--- config.mk ---
export PLATFORM = sky130hd
export DESIGN_NAME = clkdiv_hilo
export DESIGN_NICKNAME = d
export VERILOG_FILES = /design/src/rtl/clkdiv_pkg.sv /design/src/rtl/clkdiv_regs.sv /design/src/rtl/clkdiv_phase_cnt.sv /design/src/rtl/clkdiv_fsm.sv /design/src/rtl/clkdiv_hilo.sv
export SDC_FILE = /design/constraint.sdc
export NUM_CORES = 1
export LEC_CHECK = 0
export ABC_CLOCK_PERIOD_IN_PS = 3000
export BUFFER_PORTS_ARGS = -buffer_cell sky130_fd_sc_hd__buf_2
export CORE_MARGIN = 5
export CORE_UTILIZATION = 52
export DETAILED_ROUTE_END_ITERATION = 16
export GPL_TIMING_DRIVEN = 0
export PLACE_DENSITY_LB_ADDON = 0.12
export SYNTH_ARGS = -nofsm -noshare
export SYNTH_HDL_FRONTEND = slang
export SYNTH_HIERARCHICAL = 1
export SYNTH_SLANG_ARGS = --single-unit
--- constraint.sdc ---
create_clock -name clk -period 3 [get_ports clk]
set_input_delay 0.6 -clock clk [delete_from_list [all_inputs] [get_ports clk]]
set_output_delay 0.6 -clock clk [all_outputs]
set_load 0.03 [all_outputs]
--- src/rtl/clkdiv_pkg.sv ---
package clkdiv_pkg;

    typedef enum logic [1:0] {
        ST_STOP = 2'd0,
        ST_PASS = 2'd1,
        ST_HIGH = 2'd2,
        ST_LOW  = 2'd3
    } phase_e;

    localparam logic [1:0] ADDR_CTRL = 2'd0;
    localparam logic [1:0] ADDR_HIGH = 2'd1;
    localparam logic [1:0] ADDR_LOW  = 2'd2;

    localparam int CTRL_DIV_BIT  = 0;
    localparam int CTRL_GATE_BIT = 1;

endpackage

--- src/rtl/clkdiv_regs.sv ---
module clkdiv_regs
    import clkdiv_pkg::*;
#(
    parameter int CNT_W    = 8,
    parameter int DATA_W   = 16,
    parameter int ADDR_W   = 2,
    parameter bit HAS_GATE = 1'b1
) (
    input  logic              clk,
    input  logic              rst,
    input  logic              wr_valid,
    input  logic [ADDR_W-1:0] wr_addr,
    input  logic [DATA_W-1:0] wr_data,
    output logic              div_en,
    output logic              gate_en,
    output logic [CNT_W-1:0]  hi_field,
    output logic [CNT_W-1:0]  lo_field
);

    logic wr_ctrl;
    logic wr_high;
    logic wr_low;

    // decode of the register map; address 3 selects nothing
    assign wr_ctrl = wr_valid && (wr_addr == ADDR_W'(ADDR_CTRL));
    assign wr_high = wr_valid && (wr_addr == ADDR_W'(ADDR_HIGH));
    assign wr_low  = wr_valid && (wr_addr == ADDR_W'(ADDR_LOW));

    always_ff @(posedge clk) begin
        if (rst) begin
            div_en   <= 1'b0;
            hi_field <= '0;
            lo_field <= '0;
        end else begin
            if (wr_ctrl) div_en   <= wr_data[CTRL_DIV_BIT];
            if (wr_high) hi_field <= wr_data[CNT_W-1:0];
            if (wr_low)  lo_field <= wr_data[CNT_W-1:0];
        end
    end

    generate
        if (HAS_GATE) begin : g_gate
            logic gate_q;
            always_ff @(posedge clk) begin
                if (rst)          gate_q <= 1'b0;
                else if (wr_ctrl) gate_q <= wr_data[CTRL_GATE_BIT];
            end
            assign gate_en = gate_q;
        end else begin : g_always_on
            // no gate storage; gate bit writes are dropped
            assign gate_en = 1'b1;
        end
    endgenerate

endmodule

--- src/rtl/clkdiv_phase_cnt.sv ---
module clkdiv_phase_cnt #(
    parameter int CNT_W = 8
) (
    input  logic             clk,
    input  logic             rst,
    input  logic             load,
    input  logic [CNT_W-1:0] load_val,
    input  logic             dec,
    output logic [CNT_W-1:0] value,
    output logic             zero
);

    always_ff @(posedge clk) begin
        if (rst)                value <= '0;
        else if (load)          value <= load_val;
        else if (dec && !zero)  value <= value - 1'b1;
    end

    assign zero = (value == '0);

endmodule

--- src/rtl/clkdiv_fsm.sv ---
module clkdiv_fsm
    import clkdiv_pkg::*;
#(
    parameter int CNT_W = 8
) (
    input  logic             clk,
    input  logic             rst,
    input  logic             div_en,
    input  logic             gate_en,
    input  logic [CNT_W-1:0] hi_field,
    input  logic [CNT_W-1:0] lo_field,
    output phase_e           state_q,
    output logic             cnt_zero,
    output logic             out_en
);

    phase_e           state_d;
    logic             cnt_load;
    logic [CNT_W-1:0] cnt_load_val;
    logic             cnt_dec;
    logic [CNT_W-1:0] cnt_val;
    logic [CNT_W-1:0] lo_act_q;
    logic             take_cfg;

    clkdiv_phase_cnt #(.CNT_W(CNT_W)) u_cnt (
        .clk      (clk),
        .rst      (rst),
        .load     (cnt_load),
        .load_val (cnt_load_val),
        .dec      (cnt_dec),
        .value    (cnt_val),
        .zero     (cnt_zero)
    );

    function automatic phase_e pick_state(input logic gate, input logic div);
        if (!gate)     return ST_STOP;
        else if (!div) return ST_PASS;
        else           return ST_HIGH;
    endfunction

    // next-state and counter control
    always_comb begin
        state_d      = state_q;
        cnt_load     = 1'b0;
        cnt_load_val = hi_field;
        cnt_dec      = 1'b0;
        take_cfg     = 1'b0;
        unique case (state_q)
            ST_STOP, ST_PASS: begin
                state_d  = pick_state(gate_en, div_en);
                take_cfg = 1'b1;
            end
            ST_HIGH: begin
                if (cnt_zero) begin
                    state_d      = ST_LOW;
                    cnt_load     = 1'b1;
                    cnt_load_val = lo_act_q;
                end else begin
                    cnt_dec = 1'b1;
                end
            end
            ST_LOW: begin
                if (cnt_zero) begin
                    state_d  = pick_state(gate_en, div_en);
                    take_cfg = 1'b1;
                end else begin
                    cnt_dec = 1'b1;
                end
            end
            default: state_d = ST_STOP;
        endcase
        if (take_cfg && state_d == ST_HIGH) begin
            cnt_load     = 1'b1;
            cnt_load_val = hi_field;
        end
    end

    // state register
    always_ff @(posedge clk) begin
        if (rst) begin
            state_q  <= ST_STOP;
            lo_act_q <= '0;
        end else begin
            state_q <= state_d;
            if (take_cfg && state_d == ST_HIGH) lo_act_q <= lo_field;
        end
    end

    // outputs
    always_comb begin
        unique case (state_q)
            ST_PASS, ST_HIGH: out_en = 1'b1;
            default:          out_en = 1'b0;
        endcase
    end

    p_high_hold_r2: assert property (@(posedge clk) disable iff (rst)
        (state_q == ST_HIGH && !cnt_zero) |=> (state_q == ST_HIGH));

    p_count_down_r2: assert property (@(posedge clk) disable iff (rst)
        ((state_q == ST_HIGH || state_q == ST_LOW) && !cnt_zero)
        |=> (cnt_val == $past(cnt_val) - 1'b1));

    p_low_load_r3: assert property (@(posedge clk) disable iff (rst)
        (state_q == ST_HIGH && cnt_zero)
        |=> (state_q == ST_LOW && cnt_val == $past(lo_act_q)));

    p_low_hold_r3: assert property (@(posedge clk) disable iff (rst)
        (state_q == ST_LOW && !cnt_zero) |=> (state_q == ST_LOW));

    p_no_runt_r8: assert property (@(posedge clk) disable iff (rst)
        (state_q == ST_HIGH) |=> (state_q == ST_HIGH || state_q == ST_LOW));

endmodule

--- src/rtl/clkdiv_hilo.sv ---
module clkdiv_hilo
    import clkdiv_pkg::*;
#(
    parameter int CNT_W    = 8,
    parameter int DATA_W   = 16,
    parameter int ADDR_W   = 2,
    parameter bit HAS_GATE = 1'b1
) (
    input  logic              clk,
    input  logic              rst,
    input  logic              wr_valid,
    input  logic [ADDR_W-1:0] wr_addr,
    input  logic [DATA_W-1:0] wr_data,
    output logic              out_en
);

    logic             div_en;
    logic             gate_en;
    logic [CNT_W-1:0] hi_field;
    logic [CNT_W-1:0] lo_field;
    phase_e           state;
    logic             cnt_zero;

    clkdiv_regs #(
        .CNT_W    (CNT_W),
        .DATA_W   (DATA_W),
        .ADDR_W   (ADDR_W),
        .HAS_GATE (HAS_GATE)
    ) u_regs (
        .clk      (clk),
        .rst      (rst),
        .wr_valid (wr_valid),
        .wr_addr  (wr_addr),
        .wr_data  (wr_data),
        .div_en   (div_en),
        .gate_en  (gate_en),
        .hi_field (hi_field),
        .lo_field (lo_field)
    );

    clkdiv_fsm #(.CNT_W(CNT_W)) u_fsm (
        .clk      (clk),
        .rst      (rst),
        .div_en   (div_en),
        .gate_en  (gate_en),
        .hi_field (hi_field),
        .lo_field (lo_field),
        .state_q  (state),
        .cnt_zero (cnt_zero),
        .out_en   (out_en)
    );

    p_bypass_r1: assert property (@(posedge clk) disable iff (rst)
        (gate_en && !div_en && (state == ST_PASS || state == ST_STOP))
        |=> out_en);

    p_gate_stop_r6: assert property (@(posedge clk) disable iff (rst)
        (!gate_en && state == ST_LOW && cnt_zero) |=> !out_en);

    generate
        if (!HAS_GATE) begin : g_chk_on
            p_always_on_r7: assert property (@(posedge clk) disable iff (rst)
                (!rst) |=> (state != ST_STOP));
        end
    endgenerate

endmodule

# Word level (Yosys, flattened, before mapping)

Index checks and enable logic that the tools add are counted.

Bits in latches: 0
Register bits after elaboration: 36
Bits in writable memories: 0
Output and inout port bits: 1
Word-level logic and storage cells: 44
Memories kept: 0
Bits in read-only memories: 0

$add $sub $neg: 1
Mux-type cells: 17
Multiply operators: 0
Bitwise logic cells: 0
Div/mod/pow operators: 0
Order comparisons: 0
Reductions and logical operators: 13
Shifts and indexed selects: 0
Eq/ne operators: 6

Operator list:

| operator                                          | number |
|---|---|
| 2-to-1 mux 8 bit                                  | 5 |
| == test 2 bit (second input constant)             | 4 |
| zero test 8 bit                                   | 1 |
| 2-to-1 mux 2 bit                                  | 4 |
| subtractor 8 x 1 -> 8 bit (second input constant) | 1 |
| 2-to-1 mux 1 bit                                  | 6 |
| one-hot mux 2 bit (3 select lines)                | 1 |
| OR reduction 2 bit                                | 3 |
| logical AND 1 bit                                 | 5 |
| == test 2 x 1 -> 1 bit (second input constant)    | 2 |
| zero test 2 bit                                   | 2 |
| one-hot mux 1 bit (2 select lines)                | 1 |
| nonzero test 2 bit                                | 1 |
| zero test 1 bit                                   | 1 |

# Longest topological paths before layout

Depth after elaboration: 8
Mapped depth: 13
Gate-level depth less buffers: 11

# By module

Netlist, hierarchy kept.

Modules (own cells, without submodules):

| module           | instances | seq. area each (um2) | cells an instance | area an instance (um2) |
|---|---|---|---|---|
| clkdiv_regs      | 1         | 360.3                | 70                | 757.0 |
| clkdiv_fsm       | 1         | 200.2                | 65                | 648.1 |
| clkdiv_phase_cnt | 1         | 160.2                | 59                | 515.5 |

# Least setup slack after synthesis

Ideal clock, no wire load.

Path type: register to register
From: reg u_fsm.u_cnt.value[2]
To: reg u_fsm.u_cnt.value[2]
Stages on the path, launching flop included: 11
Setup slack: -0.145 ns
Arrival time: 3.075 ns
Buffers on the path: 2
Period minus slack after synthesis: 3.145 ns
Data required time: 2.930 ns
Cells stage by stage: dfxtp_1 > or4_4 > nor4_1 > o21bai_2 > o32ai_2 > and3_1 > buf_6 > a21o_1 > clkbuf_1 > or3_2 > a21oi_1

Cells in the longest elaborated chain, start to end: 7
Elaborated cells on any way between the ends: 21

RTL lines:

| item                                                   | line                               | source |
|---|---|---|
| start: declaration                                     | clkdiv_phase_cnt.sv:9              | `output logic [CNT_W-1:0] value,` |
| start signal: assignment                               | clkdiv_phase_cnt.sv:15             | `else if (load) value <= load_val;` |
| start signal: assignment                               | clkdiv_phase_cnt.sv:16             | `else if (dec && !zero) value <= value - 1'b1;` |
| zero test 8 bit *                                      | clkdiv_phase_cnt.sv:19             | `assign zero = (value == '0);` |
| via cnt_zero                                           | clkdiv_hilo.sv:22                  | `logic cnt_zero;` |
| 2-to-1 mux 2 bit, on equally long branches             | clkdiv_fsm.sv:63, clkdiv_fsm.sv:54 |  |
| one-hot mux 2 bit (3 select lines)                     | clkdiv_fsm.sv:48                   | `unique case (state_q)` |
| == test 2 bit                                          | clkdiv_fsm.sv:72                   | `if (take_cfg && state_d == ST_HIGH) begin` |
| logical AND 1 bit                                      | clkdiv_fsm.sv:72                   |  |
| 2-to-1 mux 1 bit *                                     | clkdiv_fsm.sv:72                   |  |
| via u_fsm.cnt_load                                     | clkdiv_fsm.sv:18                   | `logic cnt_load;` |
| 2-to-1 mux 8 bit or nonzero test 2 bit (tied branches) | --                                 |  |

The timed path passes the listed nets; every way through them passes the cells marked *. The select of a mux whose other input is x is not followed.
A chain may end at the register's enable or synchronous reset.

# Worst setup path in the final report

From: reg u_fsm.u_cnt.value[5]
To: reg u_fsm.u_cnt.value[2]

The elaborated chain is that of the path after synthesis.

==> run_results.csv <==
group,metric,value,unit
synth,async_reset_ff_share,0,%
place,dp_slack,-0.3823,ns
layout,multi_input_comb_area,1150,sq um
clock_network,clock_path_buffers,2,
layout,layout.area.seq,720.7,sq um
critical_path,crit_path_max_fanout,10,
die,dieArea,5009,sq um
route,vias,1408,
critical_path,crit_chain,"or4_4, nor4_4, buf_4, nor2b_4, mux2i_1, and3_1, buf_6, a21o_1, buf_2, or3_2, a21oi_1",
sta,finalCritPeriodShare,95.04,%
clock_network,numClockSinks,36,
run_status,outcome,"completed",
sta,rsz0062_at_grt,"false",
synth,synth.distinct_cells,41,
clock_network,cts-htree-levels,2,
route,post_drt_wl_per_cell,14.17,microns
global_routing,grt_pass1_vias,1478,
sta,hold_slack,0.4786,ns
die,start_util,53.26,%
sta,fmax,350.7,MHz
layout,synthToLayoutAreaGrowth,14.07,%
synth,syn_nets,221,
critical_path,setup.worst_path.start,"u_fsm/u_cnt/value[5]$_SDFFE_PP0P_",
layout,layout.nets,245,
synth,synth_edf_count,0,
sta,setup_violations,0,
synth,synth_common_cells,"42 x nand2b_1, 36 x dfxtp_1, 28 x mux2i_1, 10 x nor2_1, 8 x mux2_2",
layout,diodes,0,
sta,skew,0.006470,ns
die,num_rows,22,
power_and_ir_drop,p_sw_share,23.22,%
clock_network,clock_latency,0.29,ns
critical_path,r2r-start,"u_fsm/u_cnt/value[5]$_SDFFE_PP0P_",
hold_path,hp-class,"flop to flop",
layout,design_area,2191,sq um
global_routing,grt-ovfl-total,0,
power_and_ir_drop,p_comb_share,7.6,%
clock_network,path_clk_slew,0.07,ns
power_and_ir_drop,pwr-share-seq,53.2,%
synth,synth_warnings,6,
synth,syn_inst,194,
synth,syn_avg_cell_area,9.900,sq um
synth,synth-seq-cells,36,
place,gp_congestion,0.8574,
place,port_buffers,13,
global_routing,grt_pass1_wl,6.706,mm
synth,post-synth-top-count-cell,"nand2b_1",
power_and_ir_drop,power.switching,215.3,uW
sta,hold_viol,0,
critical_path,cp.buffers_inverters,3,
layout,stdcell_count,267,
clock_network,root_buffer,"clkbuf_8",
global_routing,grt_usage,16.75,%
clock_network,cts_tree,"yes",
place,placedInstanceArea,2052,sq um
sta,fin_ws,0.1487,ns
route,ant_nets,0,
die,io_pins,22,
critical_path,cp_data_arrival_time,3.07,ns
die,die_x,70.78,microns
global_routing,grt_max_degree,19,
synth,synth_flop_cell,"dfxtp_1",
critical_path,cpMaxStageDelayCell,"or4_4",
sta,tightestPinTransition,0.4828,ns
run,drv_cap,0,
route,first_iter_violations,54,
hold_path,hold_start,"u_fsm/lo_act_q[5]$_SDFFE_PP0P_",
synth,ys_seq_area_share,37.52,%
sta,fin_setup_tns,0,ns
route,vias_per_cell,5.273,
power_and_ir_drop,power.leakage,0.0008926,uW
route,finalWirelength,3.783,mm
power_and_ir_drop,worst_ir_drop_vdd,260.5,uV
synth,netlist_area,1921,sq um
critical_path,crit_type,"flop to flop",
critical_path,crit_required,3.21,ns
layout,fillCellCount,318,
critical_path,worst_path_largest_cell_delay,0.59,ns
clock_network,cts_made_buffers,5,
critical_path,critPathCaptureType,"flop",
die,core,3606,sq um
power_and_ir_drop,p_per_area,423.2,nW/um^2
critical_path,r2r_setup_slack,0.15,ns
route,route.detailed.drc,0,
synth,synth_top_area_share,37.52,%
synth,ys_top_cells_by_area,"dfxtp_1 38%, mux2i_1 15%, nand2b_1 14%",
place,placed_cells,255,
sta,fin_crit,2.851,ns
synth,yosysTopAreaCell,"dfxtp_1",
place,place_hpwl,2.777,mm
die,die_height,70.78,microns
sta,slew_viol_final,0,
critical_path,cp_top_family,"simple AND/OR/NAND/NOR gates",
power_and_ir_drop,clockPowerShare,39.1,%
sta,relSlewSlack,67.70,%
route,dr.pass1.iters,6,
critical_path,start_kind,"flop",
global_routing,antenna_found_initial,0,
power_and_ir_drop,intPower,711.9,uW
layout,layout-drive-gt1-share,22.37,%
## area by class of cell
cell class	count	area share, %
well taps	48	2.741
clock inverters	2	0.6282
clock buffers	6	3.769
repair buffers	17	4.340
flip-flops and latches	36	32.90
inverters	8	1.485
multi-input cells	143	52.48
plain buffers	7	1.656
## per-layer routing
layer / track usage, % / up-vias / share of wire (%)
li1: - / 724 / -
met1: 20.59 / 657 / 46
met2: 27.91 / 23 / 49
met3: 4.261 / 4 / 3.3
met4: 6.681 / 0 / 1.3
met5: 0 / - / 0
## sequential cells by signal, summed over array words and instances (netlist names)
name	cells
u_fsm/lo_act_q	8
u_fsm/state_q	2
u_fsm/u_cnt/value	8
u_regs/div_en	1
u_regs/gate_en	1
u_regs/hi_field	8
u_regs/lo_field	8
## kinds of logic (layout without fill, tap and decap cells)
group / Yosys count / after routing / share of synthesized area (%)
AOI/OAI and AO/OA: 20 / 20 / 8.860
xor gates and xnor gates: 3 / 3 / 1.368
adders and majority gates: 6 / 6 / 3.909
buffers and inverters: 15 / 40 / 3.387
DFF: 36 / 36 / 37.52
muxes: 36 / 36 / 19.28
and+or+nand+nor: 78 / 78 / 25.67
## worst min-delay path, stage by stage, from the launching register on
cell	delay, ns
dfxtp_1	0.31
nand2b_1	0.07
mux2i_1	0.06
## placed cells by master (no fill, tap or decap), types with 2 or more instances in the layout
cell type | synthesis | final
nor3b_1 | 3 | 3
a311oi_1 | 2 | 2
a211oi_1 | 2 | 2
or4_1 | 2 | 2
mux2i_1 | 28 | 28
or3_2 | 2 | 2
and3b_1 | 2 | 2
or4_2 | 2 | 2
buf_2 | 1 | 15
nand2b_1 | 42 | 42
ha_1 | 6 | 6
clkbuf_1 | 4 | 3
o21ai_0 | 3 | 3
a21oi_1 | 5 | 5
buf_4 | 0 | 4
nand2_1 | 4 | 4
xnor2_1 | 3 | 3
mux2_2 | 8 | 8
nor2_1 | 10 | 10
dfxtp_1 | 36 | 36
nand3b_1 | 2 | 2
inv_1 | 7 | 7
clkbuf_8 | 0 | 6
## power by group through the flow
stage | Combinational [uW] | Sequential (uW) | Clock, uW
global placement | 64.9 | 504 | 0
floorplan | 46.2 | 502 | 0
detailed placement | 66.5 | 505 | 0
global route | 78.2 | 495 | 399
finish | 70.7 | 494 | 363
CTS | 70.2 | 493 | 376
## through the flow
step | util, % | total power [uW]
after floorplan | - | 548.5
after global placement | 56.90 | 568.9
after detailed placement | 56.90 | 571.0
after CTS | 60.51 | 939.6
after global routing | 60.76 | 971.7
final | 60.76 | 927.2
## final timing paths
check | endpoint | cells past startpoint
setup / recovery | u_fsm/u_cnt/value[2]$_SDFFE_PP0P_ | 11
hold / removal | u_fsm/lo_act_q[5]$_SDFFE_PP0P_ | 2
hold reg to reg | u_fsm/lo_act_q[5]$_SDFFE_PP0P_ | 2
setup reg to reg | u_fsm/u_cnt/value[2]$_SDFFE_PP0P_ | 11
## repair_timing
action                     4_1_cts  5_1_grt
hold buffers                     0        0
pin swaps                        1        2
buffers inserted                 3        1
setup endpoints to repair        7        7
gates resized for setup          3        2
Note: power is estimated with default switching activity, not from simulation.
